**config.mk**
```make
export PLATFORM = sky130hd
export DESIGN_NAME = rotmask_unit
export DESIGN_NICKNAME = d
export VERILOG_FILES = /design/src/rtl/rotmask_pkg.sv /design/src/rtl/rotmask_prep.sv /design/src/rtl/rotmask_barrel.sv /design/src/rtl/rotmask_maskgen.sv /design/src/rtl/rotmask_unit.sv
export SDC_FILE = /design/constraint.sdc
export NUM_CORES = 1
export LEC_CHECK = 0
export BUFFER_PORTS_ARGS = -buffer_cell sky130_fd_sc_hd__buf_4
export CORE_MARGIN = 1.5
export CORE_UTILIZATION = 48
export DETAILED_ROUTE_END_ITERATION = 6
export PLACE_DENSITY = 0.81
export SLEW_MARGIN = 20
export SYNTH_ARGS = -nofsm -noshare
export SYNTH_HDL_FRONTEND = slang
export SYNTH_HIERARCHICAL = 1
export SYNTH_SLANG_ARGS = --single-unit
```
**constraint.sdc**
```tcl
create_clock -name vclk -period 3.25
set_input_delay 0.4875 -clock vclk [all_inputs]
set_output_delay 0.4875 -clock vclk [all_outputs]
set_load 0.02 [all_outputs]
```
**src/rtl/rotmask_pkg.sv**
```systemverilog
package rotmask_pkg;
   typedef enum logic {
      RM_FULL = 1'b0,
      RM_HALF = 1'b1
   } rm_width_e;
endpackage

```
**src/rtl/rotmask_prep.sv**
```systemverilog
module rotmask_prep #(
   parameter int DATA_W = 64
) (
   input  logic [DATA_W-1:0] din,
   input  logic              half_mode,
   output logic [DATA_W-1:0] dout
);
   import rotmask_pkg::*;
   localparam int HALF_W = DATA_W / 2;
   rm_width_e width_sel;
   assign width_sel = rm_width_e'(half_mode);
   always_comb begin
      if (width_sel == RM_HALF) dout = {din[HALF_W-1:0], din[HALF_W-1:0]};
      else                      dout = din;
   end
endmodule

```
**src/rtl/rotmask_barrel.sv**
```systemverilog
module rotmask_barrel #(
   parameter int DATA_W = 64,
   parameter int AMT_W  = $clog2(DATA_W)
) (
   input  logic [DATA_W-1:0] din,
   input  logic [AMT_W-1:0]  amt,
   output logic [DATA_W-1:0] dout
);
   always_comb begin
      logic [DATA_W-1:0] tmp;
      tmp = din;
      for (int k = 0; k < AMT_W; k++) begin
         if (amt[k]) tmp = (tmp << (1 << k)) | (tmp >> (DATA_W - (1 << k)));
      end
      dout = tmp;
   end
endmodule

```
**src/rtl/rotmask_maskgen.sv**
```systemverilog
module rotmask_maskgen #(
   parameter int DATA_W = 64,
   parameter int AMT_W  = $clog2(DATA_W)
) (
   input  logic [AMT_W-1:0]  beg_pos,
   input  logic [AMT_W-1:0]  fin_pos,
   input  logic              half_mode,
   output logic [DATA_W-1:0] mask
);
   logic [AMT_W-1:0] b_eff, f_eff;
   logic             wrap;

   assign b_eff = half_mode ? {1'b1, beg_pos[AMT_W-2:0]} : beg_pos;
   assign f_eff = half_mode ? {1'b1, fin_pos[AMT_W-2:0]} : fin_pos;
   assign wrap  = b_eff > f_eff;

   for (genvar i = 0; i < DATA_W; i++) begin : g_bit
      localparam logic [AMT_W-1:0] IDX = AMT_W'(i);
      logic ge_b, le_f;
      assign ge_b = IDX >= b_eff;
      assign le_f = IDX <= f_eff;
      assign mask[DATA_W-1-i] = wrap ? (ge_b | le_f) : (ge_b & le_f);
   end
endmodule

```
**src/rtl/rotmask_unit.sv**
```systemverilog
module rotmask_unit #(
   parameter int DATA_W = 64,
   localparam int AMT_W = $clog2(DATA_W)
) (
   input  logic [DATA_W-1:0] src_opnd,
   input  logic [AMT_W-1:0]  rot_amt,
   input  logic              half_mode,
   input  logic [AMT_W-1:0]  beg_pos,
   input  logic [AMT_W-1:0]  fin_pos,
   output logic [DATA_W-1:0] rot_out,
   output logic [DATA_W-1:0] mask_out,
   output logic [DATA_W-1:0] res_out
);
   if (DATA_W < 8 || (DATA_W & (DATA_W - 1)) != 0) begin : g_bad_width
      $fatal(1, "rotmask_unit: DATA_W must be a power of two, at least 8");
   end

   logic [DATA_W-1:0] prep_word;

   rotmask_prep #(.DATA_W(DATA_W)) u_prep (
      .din(src_opnd), .half_mode(half_mode), .dout(prep_word));

   rotmask_barrel #(.DATA_W(DATA_W), .AMT_W(AMT_W)) u_rot (
      .din(prep_word), .amt(rot_amt), .dout(rot_out));

   rotmask_maskgen #(.DATA_W(DATA_W), .AMT_W(AMT_W)) u_mask (
      .beg_pos(beg_pos), .fin_pos(fin_pos), .half_mode(half_mode),
      .mask(mask_out));

   assign res_out = rot_out & mask_out;
endmodule

```
==> reports/summary.txt, run 1 <==
Die Width: 129 um
post-DP HPWL: 25200 um
final setup margin: -373 ps
worst slew pin tran: 480 ps
Cells after Synth: 678
DRT Pass-1 Iters: 5
M3 GR Usage: 6.36%
fmax: 276 MHz
Seq pwr share: 0%
most common library cell in the layout ignoring fill and taps: buf_4
Routed WL: 32800 um
fin nets: 1069
# setup viols final: 128
combinational share of power: 100.0%
Final Critical Period: 3620 ps
CORE AREA: 15400 sq um
Syn Std Cell Area: 7620 sq um
period utilization: 111%
clock buffer count in the final layout: 0
hold path depth: 4
DRC: 0
Max Fanout on Critical Path: 7
M2 GR Usage: 64.1%
MaxCap Viol Count: 0
I/O Pins: 275
Avg Cell Area, Syn: 11.2 sq um
final std cells w/o fill: 1190
Worst Hold End: mask_out[32]
GP Congestion: 1.05
pwr dens: 363 nW/um^2
Yosys warning total: 6
Post-DP Area: 10500 sq um
critical hold path startpoint: fin_pos[4]
final core utilization: 73.7%
Unique masters post-synth: 42
critical path capture point type: primary output
post-synthesis sequential area ratio: 0%
Iter 0 DRT Violations: 1691
gr busiest metal: met2
status: finished, violations left
VDD IR max: 0.179 mV
die height: 129 um
Clock Power Share: 0%
placed cells: 1175
total grt overflow: 0
initial antenna violation count: 0
Final Cell Area: 11300 sq um
NetSw: 2.03 mW
failing checks: negative setup slack
Via Count: 8619
fill cell count: 990
FP Rows: 45
first-pass GRT wire length: 47800 um
GRT Total Usage: 37.8%
Syn Nets: 766
Final Hold Viols: 0
Routed Antenna Nets: 0
PortBufs: 275
P_leak: 4.64 nW
Worst Path Required: 2760 ps
# hold bufs at CTS: 0
RSZ-0062 raised after global routing: true
pre-CTS setup slack: -465 ps
Die Footprint: 16600 sq um
Slew HR: 67.9%
Worst setup SP type: primary input
Seq cells: 0
ant diodes: 0
Final Max Tran Viols: 0
number of global-route vias before repair: 7950
P&R area growth vs syn: 48.6%
Hold Path Class: primary input to primary output
WS Path Type: primary input to primary output
layout cells sized above 1: 74.0%
largest net degree at the start of global routing: 65
WP data arrival: 3140 ps
Seq. cell area: 0 sq um
Int Power: 2.08 mW
GR Util met1: 48.4%
Routed WL per cell: 27.5 um
worst hold slack: 1540 ps
switching share of power: 49.3%
via/cell ratio: 7.24
most frequent cells in the layout: buf_4 (231), mux4_2 (190), buf_6 (167)
starting density of the core: 49.6%
[timing repair]
| action | CTS | global route |
|---|---|---|
| setup buffers | 8 | 5 |
| setup endpoints to repair | 128 | 128 |
| pin swaps | 59 | 6 |
| gates cloned | 2 | 0 |
| resized for setup | 165 | 8 |
[worst max-delay path, stage by stage]
cell	delay, ps
buf_16	130
buf_12	140
mux2_4	320
mux4_2	560
mux4_2	590
mux4_2	600
and2_4	180
buf_6	120
[synth_stat cells, types with 2 or more instances]
library cell / instances / share of area (%)
ha_1: 5 / 0.82
a31oi_1: 4 / 0.33
mux4_2: 189 / 56
or2_2: 4 / 0.33
o21ai_0: 38 / 2.5
and3_1: 5 / 0.41
maj3_2: 6 / 0.89
a21oi_1: 35 / 2.3
o31ai_1: 5 / 0.49
nand2_1: 40 / 2.0
buf_6: 4 / 0.59
and2_1: 69 / 5.7
maj3_1: 43 / 5.6
mux4_1: 3 / 1.0
clkbuf_1: 39 / 1.9
mux2_4: 30 / 5.9
nor2b_1: 3 / 0.25
nor3_1: 5 / 0.33
buf_4: 39 / 3.8
buf_12: 8 / 2.1
nor2_1: 40 / 2.0
nand3_1: 9 / 0.59
buf_2: 10 / 0.66
buf_1: 11 / 0.54
o211ai_1: 2 / 0.20
mux2_2: 2 / 0.30
a21o_1: 3 / 0.30
nand2b_1: 5 / 0.41
inv_1: 7 / 0.34
or3_1: 3 / 0.25
[area by class of cell]
cell class / instances / area (sq um) / share of cell area (%)
Tap cell: 211 / 264 / 2.33
Timing Repair Buffer: 412 / 3920 / 34.6
Inverter: 8 / 31.3 / 0.276
Multi-Input combinational cell: 559 / 7120 / 62.8
[per-stage QoR]
stage               TNS [ps]  power [mW]
detailed placement    -48950        3.59
global placement      -45200        3.53
CTS                   -26520        3.95
floorplan              -2840        2.20
global route          -33180        4.22
finish                -33480        4.11
[worst max path at each step]
stage / start / end / depth (start not counted)
finish: half_mode / res_out[59] / 8
global route: half_mode / res_out[59] / 8
CTS: half_mode / res_out[37] / 8
detailed placement: half_mode / res_out[51] / 8
global placement: half_mode / res_out[51] / 8
floorplan: half_mode / res_out[59] / 7
[power by group through the flow]
stage	clock network [mW]	logic, mW	registers, mW
3_5_place_dp	0	3.59	0
3_3_place_gp	0	3.53	0
4_1_cts	0	3.95	0
5_1_grt	0	4.22	0
2_1_floorplan	0	2.20	0
6_report	0	4.11	0
[routing by layer]
layer / routed length [um] / part of all wire (%)
met1: 10700 / 33
met2: 15700 / 48
met3: 4250 / 13
met4: 2170 / 6.6
met5: 0 / 0
[logic make-up (layout without fill, tap and decap cells)]
family,count (synthesis),in the layout,share of synthesized area (%)
muxes,224,224,63.1
and+or+nand+nor,187,187,12.5
buffers and inverters,119,420,10.0
AOI/OAI and AO/OA,93,93,6.88
adders and majority gates,54,54,7.36
xor gates and xnor gates,1,1,0.115
Note: power is estimated with default switching activity, not from simulation.
==> run 2, diff against run 1 <==
--- a/config.mk
+++ b/config.mk
@@ -7,9 +7,9 @@
 export LEC_CHECK = 0
 export BUFFER_PORTS_ARGS = -buffer_cell sky130_fd_sc_hd__buf_4
 export CORE_MARGIN = 1.5
-export CORE_UTILIZATION = 48
+export CORE_UTILIZATION = 53
 export DETAILED_ROUTE_END_ITERATION = 6
-export PLACE_DENSITY = 0.81
+export PLACE_DENSITY = 0.85
 export SLEW_MARGIN = 20
 export SYNTH_ARGS = -nofsm -noshare
 export SYNTH_HDL_FRONTEND = slang
==> constraint.sdc (replaced) <==
create_clock -name vclk -period 3.4
set_input_delay 0.51 -clock vclk [all_inputs]
set_output_delay 0.51 -clock vclk [all_outputs]
set_load 0.02 [all_outputs]
==> reports/summary.txt, run 2 (same netlist as run 1, synthesis figures left out) <==
status: finished, violations left
failing checks: design-rule violations, negative setup slack
Worst Path Required: 2890 ps (+130 ps)
fin nets: 1067 (-0.19%)
# setup viols final: 128 (unchanged)
layout cells sized above 1: 73.9% (about the same)
Seq pwr share: 0% (unchanged)
initial antenna violation count: 0 (unchanged)
P_leak: 4.65 nW (+0.18%)
Clock Power Share: 0% (unchanged)
PortBufs: 275 (unchanged)
Iter 0 DRT Violations: 1956 (+16%)
number of global-route vias before repair: 8391 (+5.5%)
P&R area growth vs syn: 48.4%
CP max-delay cell: mux4_2
clock buffer count in the final layout: 0 (unchanged)
via/cell ratio: 7.58 (+4.6%)
Post-DP Area: 10400 sq um (-1.6%)
Final Cell Area: 11300 sq um (-0.13%)
GRT Total Usage: 44.2% (+6.4 points)
first-pass GRT wire length: 50000 um (+4.7%)
Seq. cell area: 0 sq um (unchanged)
largest delay contributor family on the critical path: multiplexers
switching share of power: 49.7% (+0.40 points)
multi-input logic area: 7100 sq um (-0.16%)
pwr dens: 351 nW/um^2 (-3.4%)
most numerous cell on the critical path: mux4_2
WP buf/inv: 3 (unchanged)
Routed WL: 34300 um (+4.5%)
Die Width: 123 um (-4.7%)
worst slew pin tran: 676 ps (+196 ps)
FP Rows: 43 (-4.4%)
total grt overflow: 0 (unchanged)
Final Hold Viols: 0 (unchanged)
period utilization: 107%
ant diodes: 0 (unchanged)
MaxCap Viol Count: 0 (unchanged)
Max Fanout on Critical Path: 8 (+1)
GP Congestion: 1.05 (-0.41%)
DRC: 3 (+3)
Die Footprint: 15100 sq um (-9.2%)
Via Count: 8766 (+1.7%)
slowest stage delay, CP: 570 ps (-30 ps)
WS Path Type: primary input to primary output
critical path capture point type: primary output
combinational share of power: 100.0% (about the same)
RSZ-0062 raised after global routing: true
most frequent cells in the layout: buf_4 (225), mux4_2 (190), buf_6 (167)
WP data arrival: 3140 ps (about the same)
Seq cells: 0 (unchanged)
Routed Antenna Nets: 0 (unchanged)
Hold Path Class: primary input to primary output
final setup margin: -250 ps (+123 ps)
largest net degree at the start of global routing: 34 (-48%)
NetSw: 1.97 mW (-2.7%)
CORE AREA: 13900 sq um (-9.3%)
Worst setup SP type: primary input
die height: 123 um (-4.7%)
Final Max Tran Viols: 0 (unchanged)
post-DP HPWL: 25400 um (+0.68%)
fill cell count: 794 (-20%)
fmax: 274 MHz
VDD IR max: 0.169 mV (-5.5%)
starting density of the core: 54.7% (+5.1 points)
I/O Pins: 275 (unchanged)
DRT Pass-1 Iters: 7 (+2)
final core utilization: 81.2% (+7.5 points)
Slew HR: 54.8% (-13 points)
Int Power: 1.99 mW (-4.3%)
Final Power: 3.97 mW (-3.5%)
most common library cell in the layout ignoring fill and taps: buf_4
Routed WL per cell: 29.6 um (+7.5%)
critical-path cell list: buf_16 > buf_12 > mux2_4 > mux4_2 > mux4_2 > mux4_2 > and2_4 > buf_6
Final Critical Period: 3650 ps
[run 2: cell count changes in the layout (fill, tap and decap cells not counted)]
cell     delta
buf_4       -6
buf_12      +4
o21ai_0     +2
o21ai_1     -2
a32oi_2     +1
a32oi_4     -1
[run 2: stage by stage]
step           hold WS [ps]  std cells  setup slack (ps)  setup TNS, ps
6_report               1570       1157              -250         -22210
2_1_floorplan          1240        678              4.56              0
4_1_cts                1540       1148              -194         -14750
3_5_place_dp           1540       1141              -413         -40890
5_1_grt                1620       1157              -248         -22280
3_3_place_gp           1530       1141              -400         -38580
[run 2: power groups by stage]
stage / Combinational [mW] / Sequential, mW / Clock, mW
after floorplan: 1.97 / 0 / 0
after global placement: 3.27 / 0 / 0
after detailed placement: 3.31 / 0 / 0
after CTS: 3.73 / 0 / 0
after global routing: 4.07 / 0 / 0
final: 3.97 / 0 / 0
[run 2: layout make-up]
class | instances | area share (%)
timing repair buffer | 410 | 34.9
inverter | 8 | 0.276
tap | 180 | 1.99
multi-input combinational | 559 | 62.8
[run 2: worst paths after layout]
path,start,to,slack (ps),depth (start not counted)
hold / removal,beg_pos[0],mask_out[47],1570,5
setup / recovery,half_mode,res_out[30],-250,8
[run 2: worst min-delay path, delay by kind of cell]
family,cells,cell delay [ps]
compound gates,3,250
buf+inv,2,310
[run 2: routing by layer]
metal,GRT usage [%],vias to the layer above,share of wire (%),wire length [um]
met3,7.52,280,13,4580
met4,27.7,0,8.6,2940
met2,72.4,1052,47,16100
li1,-,3335,-,-
met5,0,-,0,0
met1,54.7,4099,31,10600
[run 2: what timing repair did]
item | CTS | global route
resized for setup | 206 | 25
pin swaps | 61 | 6
hold buffers | 0 | 0
endpoints found under the setup margin | 128 | 128
setup buffers | 5 | 9
gates cloned | 2 | 0
==> run 3, diff against run 2 <==
--- a/config.mk
+++ b/config.mk
@@ -10,6 +10,7 @@
 export CORE_UTILIZATION = 53
 export DETAILED_ROUTE_END_ITERATION = 6
 export PLACE_DENSITY = 0.85
+export SETUP_SLACK_MARGIN = 0.3
 export SLEW_MARGIN = 20
 export SYNTH_ARGS = -nofsm -noshare
 export SYNTH_HDL_FRONTEND = slang
==> reports/summary.txt, run 3 (same netlist as run 1, synthesis figures left out) <==
switching share of power: 49.4% (-0.27 points)
period utilization: 109% (+2.1 points)
MaxCap Viol Count: 0 (unchanged)
M1 WL: 10400 um (-2.7%)
die height: 123 um (unchanged)
# setup viols final: 128 (unchanged)
Clock Power Share: 0% (unchanged)
DRC: 1 (-2)
Final Critical Period: 3720 ps (+72.6 ps)
P_leak: 4.72 nW (+1.6%)
Seq. cell area: 0 sq um (unchanged)
Via Count: 8917 (+1.7%)
starting density of the core: 54.7% (unchanged)
Met2 Wirelength: 16100 um (-0.11%)
post-DP HPWL: 25800 um (+1.4%)
Die Footprint: 15100 sq um (unchanged)
FP Rows: 43 (unchanged)
most common library cell in the layout ignoring fill and taps: buf_4
NetSw: 2.03 mW (+2.9%)
Final Cell Area: 11400 sq um (+1.1%)
WS Path Type: primary input to primary output
failing checks: design-rule violations, negative setup slack
Routed WL per cell: 29.9 um (+0.90%)
P&R area growth vs syn: 50.1%
Die Width: 123 um (unchanged)
Iter 0 DRT Violations: 1717 (-12%)
DRT Pass-1 Iters: 7 (unchanged)
critical path capture point type: primary output
final core utilization: 82.1% (+0.91 points)
pwr dens: 359 nW/um^2 (+2.3%)
most frequent cells in the layout: buf_4 (224), mux4_2 (190), buf_6 (176)
Worst setup SP type: primary input
initial antenna violation count: 0 (unchanged)
final setup margin: -322 ps (-72.6 ps)
Setup TNS: -27840 ps (-5630 ps)
Int Power: 2.07 mW (+4.0%)
Final Power: 4.10 mW (+3.4%)
largest net degree at the start of global routing: 54 (+59%)
Routed Antenna Nets: 0 (unchanged)
placed cells: 1125 (-1.4%)
Slew HR: 52.3% (-2.5 points)
layout cells sized above 1: 78.7% (+4.8 points)
Post-DP Area: 10300 sq um (-0.28%)
Routed WL: 34800 um (+1.4%)
I/O Pins: 275 (unchanged)
combinational share of power: 100.0% (about the same)
Max Fanout on Critical Path: 6 (-2)
fill cell count: 743 (-6.4%)
pre-CTS setup slack: -469 ps (-55.9 ps)
CORE AREA: 13900 sq um (unchanged)
WP data arrival: 3210 ps (+70 ps)
final std cells w/o fill: 1163 (+0.52%)
Worst Path Required: 2890 ps (about the same)
multi-input logic area: 7180 sq um (+1.0%)
number of global-route vias before repair: 7774 (-7.4%)
fmax: 269 MHz (-1.9%)
Worst Setup SP: half_mode
GP Congestion: 1.08 (+3.6%)
Final Max Tran Viols: 0 (unchanged)
Final Hold Viols: 0 (unchanged)
first-pass GRT wire length: 47700 um (-4.6%)
GRT Total Usage: 42.1% (-2.1 points)
VDD IR max: 0.158 mV (-6.5%)
clock buffer count in the final layout: 0 (unchanged)
ant diodes: 0 (unchanged)
via/cell ratio: 7.67 (+1.2%)
Seq pwr share: 0% (unchanged)
worst hold slack: 1550 ps (-21.1 ps)
total grt overflow: 0 (unchanged)
RSZ-0062 raised after global routing: true
status: finished, violations left
critical hold path startpoint: beg_pos[0]
PortBufs: 275 (unchanged)
DR top layer: met4
Seq cells: 0 (unchanged)
WL met3: 5000 um (+9.2%)
fin nets: 1073 (+0.56%)
worst slew pin tran: 713 ps (+37.3 ps)
Hold Path Class: primary input to primary output
run 3: cell types whose count changed in the layout (fill, tap and decap cells not counted), moves of 3 or more:
cell     before  now
buf_12       15   12
buf_6       167  176
maj3_1       43    0
maj3_2        6   49
o21ai_0      34   31
o21ai_1       1    4
run 3: repair_timing:
item | CTS | global route
hold buffers | 0 | 0
gates cloned | 2 | 0
pin swaps | 41 | 48
buffers inserted | 12 | 24
endpoints found under the setup margin | 134 | 183
gates resized for setup | 94 | 140
run 3: final cells by class:
class                           instances  area share [%]
Inverter                                8           0.306
Multi-Input combinational cell        559            62.7
Tap cell                              180            1.97
Timing Repair Buffer                  416            35.0
run 3: critical path, stage by stage:
cell and delay (ps):
buf_16 130, buf_4 140, mux2_4 330, mux4_2 580, mux4_2 590, mux4_2 590
and2_4 200, buf_6 120
run 3: path summary, 6_finish.rpt:
check / to / depth (start not counted)
hold / removal: mask_out[47] / 5
setup / recovery: res_out[31] / 8
run 3: metal layers:
layer | GRT usage [%] | vias up
met1 | 53.0 | 4139
met2 | 70.3 | 1131
met4 | 20.6 | 0
met5 | 0 | -
li1 | - | 3344
met3 | 7.61 | 303
run 3: power by group through the flow:
stage	clock [mW]	sequential, mW	combinational, mW
3_5_place_dp	0	0	3.41
6_report	0	0	4.10
3_3_place_gp	0	0	3.36
5_1_grt	0	0	4.19
4_1_cts	0	0	3.64
2_1_floorplan	0	0	2.10
